===== config.mk =====
export PLATFORM = sky130hd
export DESIGN_NAME = rc_oneshot_ctrl
export DESIGN_NICKNAME = d
export VERILOG_FILES = /design/src/rtl/rpc_pkg.sv /design/src/rtl/rpc_sync.sv /design/src/rtl/rpc_fsm.sv /design/src/rtl/rc_oneshot_ctrl.sv
export SDC_FILE = /design/constraint.sdc
export NUM_CORES = 1
export LEC_CHECK = 0
export BUFFER_PORTS_ARGS = -buffer_cell sky130_fd_sc_hd__buf_2
export CAP_MARGIN = 20
export CORE_AREA = 2 2 39 41
export CTS_BUF_LIST = sky130_fd_sc_hd__clkbuf_8
export DETAILED_ROUTE_END_ITERATION = 8
export DIE_AREA = 0 0 41 43
export HOLD_SLACK_MARGIN = 0.12
export SLEW_MARGIN = 25
export SYNTH_ARGS = -nofsm -noshare
export SYNTH_HDL_FRONTEND = slang
export SYNTH_SLANG_ARGS = --single-unit

===== constraint.sdc =====
create_clock -name clk -period 1.9 [get_ports clk]
set_input_delay 0.38 -clock clk [delete_from_list [all_inputs] [get_ports clk]]
set_output_delay 0.38 -clock clk [all_outputs]
set_load 0.01 [all_outputs]

===== src/rtl/rpc_pkg.sv =====
package rpc_pkg;

    typedef enum logic [1:0] {
        ST_READY = 2'd0,
        ST_DISCH = 2'd1,
        ST_MON   = 2'd2
    } rpc_state_e;

    // node driver command {enable, value}
    localparam logic [1:0] DRV_HIGH = 2'b11;
    localparam logic [1:0] DRV_LOW  = 2'b10;
    localparam logic [1:0] DRV_REL  = 2'b00;

endpackage


===== src/rtl/rpc_sync.sv =====
module rpc_sync #(
    parameter int WIDTH  = 2,
    parameter int STAGES = 2
) (
    input  logic             clk,
    input  logic             rst_n,
    input  logic [WIDTH-1:0] d_i,
    output logic [WIDTH-1:0] q_o
);

    logic [STAGES-1:0][WIDTH-1:0] chain;

    genvar g;
    generate
        for (g = 0; g < STAGES; g++) begin : g_stage
            if (g == 0) begin : g_first
                always_ff @(posedge clk or negedge rst_n) begin
                    if (!rst_n) chain[0] <= '0;
                    else        chain[0] <= d_i;
                end
            end else begin : g_next
                always_ff @(posedge clk or negedge rst_n) begin
                    if (!rst_n) chain[g] <= '0;
                    else        chain[g] <= chain[g-1];
                end
            end
        end
    endgenerate

    assign q_o = chain[STAGES-1];

    // Count edges since reset so that $past never reaches before reset.
    logic [1:0] warm_q;
    always_ff @(posedge clk or negedge rst_n) begin
        if (!rst_n)              warm_q <= '0;
        else if (warm_q != 2'd3) warm_q <= warm_q + 2'd1;
    end

    generate
        if (STAGES == 2) begin : g_chk2
            assert_sync_delay_R9: assert property (@(posedge clk) disable iff (!rst_n)
                (warm_q == 2'd3) |-> (q_o == $past(d_i, 2)));
        end
    endgenerate

endmodule


===== src/rtl/rpc_fsm.sv =====
module rpc_fsm
    import rpc_pkg::*;
(
    input  logic       clk,
    input  logic       rst_n,
    input  logic       trig_i,
    input  logic       clr_i,
    input  logic       low_s_i,
    input  logic       high_s_i,
    output logic       pulse_o,
    output logic       pulse_n_o,
    output logic [1:0] node_drv_o
);

    rpc_state_e state_q, state_d;

    // next-state logic: clear outranks everything
    always_comb begin
        state_d = state_q;
        if (clr_i) begin
            state_d = ST_READY;
        end else begin
            unique case (state_q)
                ST_READY: if (trig_i)   state_d = ST_DISCH;
                ST_DISCH: if (low_s_i)  state_d = ST_MON;
                ST_MON: begin
                    if (trig_i)        state_d = ST_DISCH;
                    else if (high_s_i) state_d = ST_READY;
                end
                default:               state_d = ST_READY;
            endcase
        end
    end

    // state register
    always_ff @(posedge clk or negedge rst_n) begin
        if (!rst_n) state_q <= ST_READY;
        else        state_q <= state_d;
    end

    // output decode
    always_comb begin
        unique case (state_q)
            ST_READY: begin pulse_o = 1'b0; node_drv_o = DRV_HIGH; end
            ST_DISCH: begin pulse_o = 1'b1; node_drv_o = DRV_LOW;  end
            ST_MON:   begin pulse_o = 1'b1; node_drv_o = DRV_REL;  end
            default:  begin pulse_o = 1'b0; node_drv_o = DRV_HIGH; end
        endcase
        pulse_n_o = ~pulse_o;
    end

    assert_clear_wins_R8: assert property (@(posedge clk) disable iff (!rst_n)
        clr_i |=> (state_q == ST_READY));
    assert_ready_trig_R3: assert property (@(posedge clk) disable iff (!rst_n)
        (state_q == ST_READY && trig_i && !clr_i) |=> (state_q == ST_DISCH));
    assert_ready_hold_R2: assert property (@(posedge clk) disable iff (!rst_n)
        (state_q == ST_READY && !trig_i && !clr_i) |=> (state_q == ST_READY));
    assert_disch_hold_R4: assert property (@(posedge clk) disable iff (!rst_n)
        (state_q == ST_DISCH && !low_s_i && !clr_i) |=> (state_q == ST_DISCH));
    assert_disch_exit_R5: assert property (@(posedge clk) disable iff (!rst_n)
        (state_q == ST_DISCH && low_s_i && !clr_i) |=> (state_q == ST_MON));
    assert_mon_exit_R6: assert property (@(posedge clk) disable iff (!rst_n)
        (state_q == ST_MON && high_s_i && !trig_i && !clr_i) |=> (state_q == ST_READY));
    assert_retrigger_R7: assert property (@(posedge clk) disable iff (!rst_n)
        (state_q == ST_MON && trig_i && !clr_i) |=> (state_q == ST_DISCH));
    assert_pulse_rise_R3: assert property (@(posedge clk) disable iff (!rst_n)
        $rose(pulse_o) |-> (node_drv_o == DRV_LOW));

endmodule


===== src/rtl/rc_oneshot_ctrl.sv =====
module rc_oneshot_ctrl #(
    parameter int SYNC_STAGES = 2
) (
    input  logic       clk,
    input  logic       rst_n,
    input  logic       trig_i,
    input  logic       clr_i,
    input  logic       at_low_i,
    input  logic       at_high_i,
    output logic       pulse_o,
    output logic       pulse_n_o,
    output logic [1:0] node_drv_o
);

    localparam int FLAG_W = 2;

    logic [FLAG_W-1:0] flags_raw, flags_s;

    assign flags_raw = {at_high_i, at_low_i};

    rpc_sync #(
        .WIDTH  (FLAG_W),
        .STAGES (SYNC_STAGES)
    ) u_sync (
        .clk   (clk),
        .rst_n (rst_n),
        .d_i   (flags_raw),
        .q_o   (flags_s)
    );

    rpc_fsm u_fsm (
        .clk        (clk),
        .rst_n      (rst_n),
        .trig_i     (trig_i),
        .clr_i      (clr_i),
        .low_s_i    (flags_s[0]),
        .high_s_i   (flags_s[1]),
        .pulse_o    (pulse_o),
        .pulse_n_o  (pulse_n_o),
        .node_drv_o (node_drv_o)
    );

    assert_complement_R10: assert property (@(posedge clk) disable iff (!rst_n)
        pulse_o != pulse_n_o);

endmodule


==> results.cfg <==
[synth]
portion_of_the_post_synthesis_area_used_by_sequential_elements_pct = 49.0
postSynthNetCount = 35
synthDistinctLibCells = 12
yosys_register_bits = 6
synth_enable_flop_cells = 0
postSynthCellCount = 25
post_synth_instance_area_um2 = 307
postSynth.asyncResetShare_pct = 100
synth-main-ff-cell = sky130_fd_sc_hd__dfrtp_1
syn-mean-instance-area_um2 = 12.3
yosysMostFrequentCell = sky130_fd_sc_hd__dfrtp_1
synth_common_cells = sky130_fd_sc_hd__dfrtp_1 (6), sky130_fd_sc_hd__ha_1 (4), sky130_fd_sc_hd__inv_1 (4)
synthDominantCellAreaShare_pct = 49.0
synth.area.top_cells = sky130_fd_sc_hd__dfrtp_1 (49%), sky130_fd_sc_hd__ha_1 (16%), sky130_fd_sc_hd__o21ai_4 (5.3%)
yosysWarnings = 0
post-synth-top-area-cell = sky130_fd_sc_hd__dfrtp_1

[clocking]
cts_post_setup_buffers_inserted = 0
cts_made_buffers = 3
h-tree-depth = 1
tritoncts_num_sinks = 6
clock_insertion_delay_at_the_later_pin_of_the_skew_report_ns = 0.22
ctsRootBufferMaster = sky130_fd_sc_hd__clkbuf_8
cts_tree = built
clk_pin_slew_ns = 0.04
clk_path_buf_depth = 2

[sta]
setup_repair_after_global_routing_missed_its_margin = false
setup_violations = 0
period_minus_slack_ns = 1.56
slew_viol_final = 0
relative_max_transition_margin_pct = 86.6
hold_violations = 0
timing.final.ws_setup_ns = 0.335
hold_slack_ns = 0.270
fin_worst_skew_ns = 0.00457
least_margin_pin_slew_ns = 0.200
fin_tns_setup_ns = 0
timing.final.crit_share_pct = 82.4
max_freq_mhz = 639

[floorplan]
die_height_um = 43
io_pins = 10
initial_core_util_pct = 22.2
placeableCoreArea_um2 = 1380
die_w_um = 41
design.die.area_um2 = 1760
floorplan.rows = 14

[detailed_routing]
drc_errors = 0
drt_iter0_drc = 1
drt-pass1-iter-count = 2
number_of_vias_after_detailed_routing = 204
totalWireLength_um = 452
avgRoutedWirePerCell_um = 8.53
ant_nets = 0
via_density_per_instance = 3.85

[setup_path]
crit_chain = inv_1 -> ha_1 -> inv_1 -> buf_2
crit_path_max_incr_delay_ns = 0.39
path_buf_inv = 3
crit_top_cell = sky130_fd_sc_hd__inv_1
timing.critical_path.max_delay_family = flip-flops
path_max_fanout = 4
crit_path_start_kind = flop
critical_path_arrival_ns = 1.18
criticalPathCategory = reg -> out
endpoint_kind = output port
critical_path_required_ns = 1.52
crit_path_top_delay_cell = sky130_fd_sc_hd__dfrtp_1

[placement]
io_buffers = 9
cell_count_after_placement = 49
dpl_worst_slack_ns = 0.450
postPlaceCellArea_um2 = 364
place.detailed.hpwl_um = 353
place_congestion = 0.601

[finish]
fillers = 142
synthToLayoutAreaGrowth_pct = 35.5
final_cell_area_um2 = 415
final-instance-count-excl-fill = 53
final_util_pct = 30.0
final_net_count = 49
n_antenna_cell = 0
register_area_um2 = 150
post_route_cells_drive_above_1_share_pct = 43.2
multi_input_gate_area_um2 = 134

[power]
power_per_cell_area_nw_per_um2 = 1360
switching_power_mw = 0.182
power.share.switching_pct = 32.1
power_frac_comb_pct = 37.7
static-leakage-power_nw = 0.199
vdd_ir_drop_max_mv = 0.646
intPower_mw = 0.384
p_seq_share_pct = 29.6
power_mw = 0.566
clkPwrFrac_pct = 32.7

[grt]
via_count_of_the_first_global_routing_pass = 199
maximum_number_of_pins_on_one_net_before_global_route_repair = 7
globalRoute.totalOverflow = 0
grt_pass1_wl_um = 717
number_of_antenna_violations_at_the_first_check_in_global_routing = 0
grt.total_usage_pct = 6.38

[run]
count_of_max_cap_constraint_violations = 0

[hold_path]
worst_hold_path_class = in -> reg

[status]
status = completed
[layer usage]
layer,GRT usage [%],up-vias,wire length (µm)
li1,-,103,-
met3,6.28,0,53
met4,0,0,0
met5,0,-,0
met2,8.75,12,192
met1,7.62,89,205
[cells in the final DEF, fill, tap and decap left out]
master                          n
sky130_fd_sc_hd__mux2_4         1
sky130_fd_sc_hd__nor3_1         1
sky130_fd_sc_hd__o21ai_4        1
sky130_fd_sc_hd__o21ai_2        1
sky130_fd_sc_hd__nor2_1         1
sky130_fd_sc_hd__dfrtp_1        6
sky130_fd_sc_hd__a21oi_1        3
sky130_fd_sc_hd__clkbuf_8       3
sky130_fd_sc_hd__nand2b_1       1
sky130_fd_sc_hd__dlygate4sd3_1  1
sky130_fd_sc_hd__ha_1           4
sky130_fd_sc_hd__inv_1          4
sky130_fd_sc_hd__buf_2          9
sky130_fd_sc_hd__nor2b_4        1
[sequential cells by signal, summed over array words and instances (netlist names)]
| name | count |
|---|---|
| u_sync.chain | 2 |
| u_fsm.state_q | 2 |
| u_sync.q_o | 2 |
[final timing paths]
kind | slack [ns] | end | from | depth (start not counted)
max | 0.34 | pulse_n_o | u_fsm.state_q[0]$_DFFE_PN0P_ | 4
min | 0.27 | u_sync.chain[0]$_DFF_PN0_ | at_low_i | 1
max reg2reg | 0.44 | u_fsm.state_q[0]$_DFFE_PN0P_ | u_fsm.state_q[0]$_DFFE_PN0P_ | 6
min reg2reg | 0.34 | u_sync.q_o[1]$_DFF_PN0_ | u_sync.chain[1]$_DFF_PN0_ | 0
max in group asynchronous | 1.24 | u_sync.q_o[0]$_DFF_PN0_ | rst_n | 2
min in group asynchronous | 0.51 | u_fsm.state_q[1]$_DFFE_PN0P_ | rst_n | 2
[worst register-to-register path, delay by kind of cell (launching register included)]
family	cells	cell delay (ns)
multiplexers	1	0.29
AO/OA/AOI/OAI	2	0.22
buffers and inverters	1	0.08
flip-flops	1	0.39
AND/OR/NAND/NOR	1	0.14
adder cells (fa/ha/maj)	1	0.23
[cell families (layout without fill, tap and decap cells)]
family | count (synthesis) | in the layout | share of synthesized area (%)
compound gates | 5 | 5 | 13.1
buf+inv | 5 | 17 | 7.35
mux | 1 | 1 | 4.90
flops | 6 | 6 | 49.0
simple gates | 4 | 4 | 9.39
fa+ha+maj | 4 | 4 | 16.3
[area by class of cell]
cell class                      instances  share of cell area [%]
Clock buffer                            3                    9.94
Inverter                                4                    3.61
Multi-Input combinational cell         14                    32.2
Sequential cell                         6                    36.1
Tap cell                               16                    4.82
Timing Repair Buffer                   10                    13.3
[power groups by stage]
stage / sequential [mW] / clock (mW) / combinational [mW]
2_1_floorplan: 0.164 / 0 / 0.168
3_3_place_gp: 0.169 / 0 / 0.211
3_5_place_dp: 0.169 / 0 / 0.210
4_1_cts: 0.168 / 0.191 / 0.215
5_1_grt: 0.171 / 0.201 / 0.242
6_report: 0.167 / 0.185 / 0.213
[timing repair]
action                     in CTS  in global routing
setup endpoints to repair       0                  0
gates resized for setup         0                  0
hold buffers                    1                  0
hold endpoints to repair        6                  0
Power figures use the tool's default switching activity.
